File: src/rtl/wake_sense_conv.sv
module wake_sense_conv #(
  parameter int LINES    = 168,
  parameter int ADDR_W   = 12,
  parameter int EN_BASE  = 'h10,
  parameter int CFG_BASE = 'h110
) (
  input  logic              clk,
  input  logic              rst_n,
  input  logic [ADDR_W-1:0] reg_addr,
  input  logic [31:0]       reg_wdata,
  input  logic              reg_we,
  output logic [31:0]       reg_rdata,
  input  logic [LINES-1:0]  irq_in,
  output logic [LINES-1:0]  irq_out
);
  localparam int EN_WORDS = (LINES + 31) / 32;
  localparam int EW_W     = (EN_WORDS > 1) ? $clog2(EN_WORDS) : 1;
  localparam int LN_W     = (LINES > 1) ? $clog2(LINES) : 1;
  localparam int WI_W     = ADDR_W - 2;

  localparam logic [2:0] C_LVL_LO = 3'b000;
  localparam logic [2:0] C_FALL   = 3'b010;
  localparam logic [2:0] C_LVL_HI = 3'b100;
  localparam logic [2:0] C_RISE   = 3'b110;
  localparam logic [2:0] C_BOTH   = 3'b111;

  function automatic logic shape(logic [2:0] code, logic now, logic old);
    case (code)
      C_LVL_LO: shape = ~now;
      C_LVL_HI: shape = now;
      C_RISE:   shape = now & ~old;
      C_FALL:   shape = ~now & old;
      C_BOTH:   shape = now ^ old;
      default:  shape = 1'b0;
    endcase
  endfunction

  // word-aligned decode
  logic [WI_W-1:0] waddr, en_wo, cfg_wo;
  logic            aligned, en_hit, cfg_hit;
  logic [EW_W-1:0] en_word;
  logic [LN_W-1:0] cfg_line;

  assign waddr    = reg_addr[ADDR_W-1:2];
  assign aligned  = (reg_addr[1:0] == 2'b00);
  assign en_wo    = waddr - WI_W'(EN_BASE / 4);
  assign cfg_wo   = waddr - WI_W'(CFG_BASE / 4);
  assign en_hit   = aligned && (waddr >= WI_W'(EN_BASE / 4)) && (en_wo < WI_W'(EN_WORDS));
  assign cfg_hit  = aligned && (waddr >= WI_W'(CFG_BASE / 4)) && (cfg_wo < WI_W'(LINES));
  assign en_word  = en_wo[EW_W-1:0];
  assign cfg_line = cfg_wo[LN_W-1:0];

  logic [LINES-1:0] en_q;
  logic [2:0]       cfg_q [LINES];
  logic [31:0]      en_rd;

  always_ff @(posedge clk or negedge rst_n) begin
    if (!rst_n) begin
      en_q <= '0;
    end else if (reg_we && en_hit) begin
      for (int i = 0; i < LINES; i++)
        if (en_word == EW_W'(i / 32)) en_q[i] <= reg_wdata[i % 32];
    end
  end

  always_ff @(posedge clk or negedge rst_n) begin
    if (!rst_n) begin
      for (int i = 0; i < LINES; i++) cfg_q[i] <= '0;
    end else if (reg_we && cfg_hit) begin
      cfg_q[cfg_line] <= reg_wdata[2:0];
    end
  end

  always_comb begin
    en_rd = '0;
    for (int i = 0; i < LINES; i++)
      if (en_word == EW_W'(i / 32)) en_rd[i % 32] = en_q[i];
  end

  assign reg_rdata = en_hit  ? en_rd :
                     cfg_hit ? {29'b0, cfg_q[cfg_line]} : 32'b0;

  // synchroniser, history and shaped output
  logic [LINES-1:0] s1, s2, s3, sense, out_q;
  logic [LINES-1:0] is_rf, is_bad, is_lo, is_hi;

  always_ff @(posedge clk or negedge rst_n) begin
    if (!rst_n) begin
      s1    <= '0;
      s2    <= '0;
      s3    <= '0;
      out_q <= '0;
    end else begin
      s1    <= irq_in;
      s2    <= s1;
      s3    <= s2;
      out_q <= en_q & sense;
    end
  end

  assign irq_out = out_q;

  for (genvar g = 0; g < LINES; g++) begin : g_line
    assign sense[g]  = shape(cfg_q[g], s2[g], s3[g]);
    assign is_rf[g]  = (cfg_q[g] == C_RISE) || (cfg_q[g] == C_FALL);
    assign is_lo[g]  = (cfg_q[g] == C_LVL_LO);
    assign is_hi[g]  = (cfg_q[g] == C_LVL_HI);
    assign is_bad[g] = !(is_rf[g] || is_lo[g] || is_hi[g] || cfg_q[g] == C_BOTH);

    a_r7_r8_single_pulse: assert property (@(posedge clk) disable iff (!rst_n)
      ($past(out_q[g]) && $past(is_rf[g], 2) && ($past(cfg_q[g]) == $past(cfg_q[g], 2)))
        |-> !out_q[g]);
  end

  a_r10_disabled_low: assert property (@(posedge clk) disable iff (!rst_n)
    (out_q & ~$past(en_q)) == '0);

  a_r11_bad_code_low: assert property (@(posedge clk) disable iff (!rst_n)
    (out_q & $past(is_bad)) == '0);

  a_r6_level_high_follow: assert property (@(posedge clk) disable iff (!rst_n)
    ((out_q ^ $past(s2)) & $past(is_hi & en_q)) == '0);

  a_r5_level_low_invert: assert property (@(posedge clk) disable iff (!rst_n)
    ((out_q ^ ~$past(s2)) & $past(is_lo & en_q)) == '0);

  a_r12_sync_chain: assert property (@(posedge clk) disable iff (!rst_n)
    s3 == $past(s2));

endmodule

File: config.mk
export PLATFORM = sky130hd
export DESIGN_NAME = wake_sense_conv
export DESIGN_NICKNAME = d
export VERILOG_FILES = /design/src/rtl/wake_sense_conv.sv
export SDC_FILE = /design/constraint.sdc
export NUM_CORES = 2
export LEC_CHECK = 0
export BUFFER_PORTS_ARGS = -buffer_cell sky130_fd_sc_hd__buf_2
export CORE_MARGIN = 2
export CORE_UTILIZATION = 45
export DETAILED_ROUTE_END_ITERATION = 10
export PLACE_DENSITY = 0.7
export SLEW_MARGIN = 25
export SYNTH_ARGS = -nofsm -noshare
export SYNTH_HDL_FRONTEND = slang
export SYNTH_SLANG_ARGS = --single-unit
File: constraint.sdc
create_clock -name clk -period 13.4 [get_ports clk]
set_input_delay 1.34 -clock clk [delete_from_list [all_inputs] [get_ports clk]]
set_output_delay 1.34 -clock clk [all_outputs]
set_load 0.05 [all_outputs]
==> reports/qor.yml <==
antenna_found_initial: 38
period_share_pct: 55.58
p_leak_uw: 0.03440
grt_max_degree: 178
synth_fp_nets: 5257
worst_skew_pair.late_latency_ps: 810
yosys-top-cells-count: "1344 x dfrtp_1, 611 x mux2_2, 346 x inv_1"
route.detailed.drc: 0
max_slew_margin_pct: 24.96
firstDrtPassIters: 6
powerDensity_mw_per_mm2: 126.0
ir_drop_uv: 108.1
cp.required_ps: 12060
crit_arrival_ps: 6110
ctsResizeCount: 0
yosysWarnings: 0
crit_type: "input port to primary output"
dieArea_mm2: 0.1407
grt_first_pass_wirelength_um: 276800
worstPathMaxFanout: 20
yosysTopAreaCell: "dfrtp_1"
cts_buffers: 148
drv_slew: 0
fin_nets: 5724
rsz0062_at_grt: "no"
yosys_most_used_dff: "dfrtp_1"
min_period_ps: 7447
status: "finished, final reports clean"
hp-class: "flip-flop to flip-flop"
total_power_uw: 8991
gp_congestion: 0.9219
drv_cap: 0
clockRootBuffer: "clkbuf_16"
pre_cts_ws_ps: 6195
end_kind: "primary output"
port_buffers: 414
area_growth_pct: 15.21
clockBufferDepth: 3
path_clk_slew_ps: 60
cts_hold_buf: 0
vias: 40400
syn_inst: 4702
dpl.cell_count: 6809
die_x_um: 375.1
critPathLaunch: "reg_addr[4]"
grt_pass1_vias: 41130
post-synth-top-count-cell: "dfrtp_1"
start_util_pct: 45.17
core.rowCount: 136
skew_ps: 27.75
setup_tns_ps: 0
cts_setup_buffers: 0
antenna_left: 0
wl_um: 188000
core_area_mm2: 0.1372
synth.top_cells.by_area: "dfrtp_1 54%, mux2_2 11%, ha_1 6.9%"
synthArstFlopShare_pct: 100.0
syn_avg_cell_area_um2: 13.18
dieHeight_um: 375.1
hold_violations: 0
setup_violations: 0
wl_per_cell_um: 26.51
finalNonFillerCells: 7091
synth_edf_count: 0
cts.sinks: 1344
ios: 415
dp_hpwl_um: 135500
rr_startpoint: "s2[16]"
worstSetupStartpointType: "input port"
synth.distinct_cells: 67
worstMarginPinSlew_ps: 1123
synth_top_area_share_pct: 54.28
cts_max_level: 4
timing.fmax_mhz: 134.3
overflow: 0
track_usage_pct: 26.88
cts_tree: "yes"
syn_area_mm2: 0.06196
ys_ff_latch: 1344
synth-seq-area-share_pct: 54.28
setup_ws_ps: 5953
drt_iter0_markers: 3511
drive_above_1_share_pct: 29.17
viasPerCell: 5.698
holdCritStartpoint: "s1[27]"
## area by class of cell
cell class | instances | area, µm²
Fill cell | 11540 | 65770
Sequential cell | 1344 | 33630
Multi-Input combinational cell | 2855 | 26380
Clock buffer | 202 | 4259
Timing Repair Buffer | 474 | 2694
Tap cell | 1794 | 2245
Inverter | 346 | 1299
Clock inverter | 69 | 852.1
Antenna cell | 7 | 17.52
## sequential cells by signal, indices dropped and copies added (netlist names)
| name | flops |
|---|---|
| s3 | 168 |
| cfg_q | 504 |
| en_q | 168 |
| s2 | 168 |
| s1 | 168 |
| irq_out | 168 |
## layer usage
| metal | global-route usage, % | part of all wire (%) |
|---|---|---|
| met1 | 35.39 | 40 |
| met4 | 11.58 | 4.7 |
| met3 | 7.521 | 9.3 |
| met2 | 41.69 | 46 |
| met5 | 0 | 0.11 |
## cell usage in the layout (no fill, tap or decap), drive strengths merged, types with 4 or more instances in the layout
master	n
a2111oi	6
a211o	5
a21oi	46
a221oi	8
a22o	4
a22oi	35
a31oi	7
and2	168
and3	25
buf	474
bufinv	12
clkbuf	202
clkinv	37
clkinvlp	9
dfrtp	1344
diode	7
ha	340
inv	357
mux2	678
mux2i	196
mux4	152
nand2	231
nand3	7
nand4b	168
nor2	208
nor2b	6
nor3	10
nor4	5
o21ai	341
xnor2	171
## worst max-delay path: stages
cell and delay (ps):
buf_2 360, inv_1 130, ha_2 750, buf_4 420, nor2b_1 680, buf_4 310, a22oi_1 90, nand3_1 170
a21oi_1 110, a2111oi_0 410, o31ai_1 170, o21ai_0 750, buf_2 400
## worst paths after layout
path | end | slack [ps] | depth (start not counted)
setup / recovery | reg_rdata[2] | 5950 | 13
hold / removal | s2[27] | 340 | 0
setup reg to reg | irq_out[16] | 11280 | 7
hold reg to reg | s2[27] | 340 | 0
max in group asynchronous | irq_out[15] | 9920 | 4
min in group asynchronous | irq_out[37] | 490 | 1
## power breakdown
part / total [µW] / internal [µW] / switching (µW)
combinational: 500 / 175 / 325
sequential: 4240 / 4150 / 90.8
clock: 4250 / 2480 / 1770
total: 8990 / 6810 / 2180
## stage by stage
stage,hold slack [ps],util (%),cell area (µm²)
after floorplan,331.2,-,61960
after global placement,333.2,48.21,66120
after detailed placement,334.7,48.21,66120
after CTS,340.8,51.94,71230
after global routing,348.6,52.03,71370
final,336.1,52.05,71380
## cells by family (layout without fill, tap and decap cells)
| logic type | Yosys count | count (layout) | synth area share, % |
|---|---|---|---|
| other | 0 | 7 | 0 |
| AOI/OAI and AO/OA | 474 | 474 | 4.261 |
| xor gates and xnor gates | 173 | 173 | 2.446 |
| adders and majority gates | 340 | 340 | 6.866 |
| buffers and inverters | 503 | 1091 | 3.179 |
| and+or+nand+nor | 842 | 842 | 7.952 |
| DFF | 1344 | 1344 | 54.28 |
| muxes | 1026 | 1026 | 21.01 |
Power figures use the tool's default switching activity.
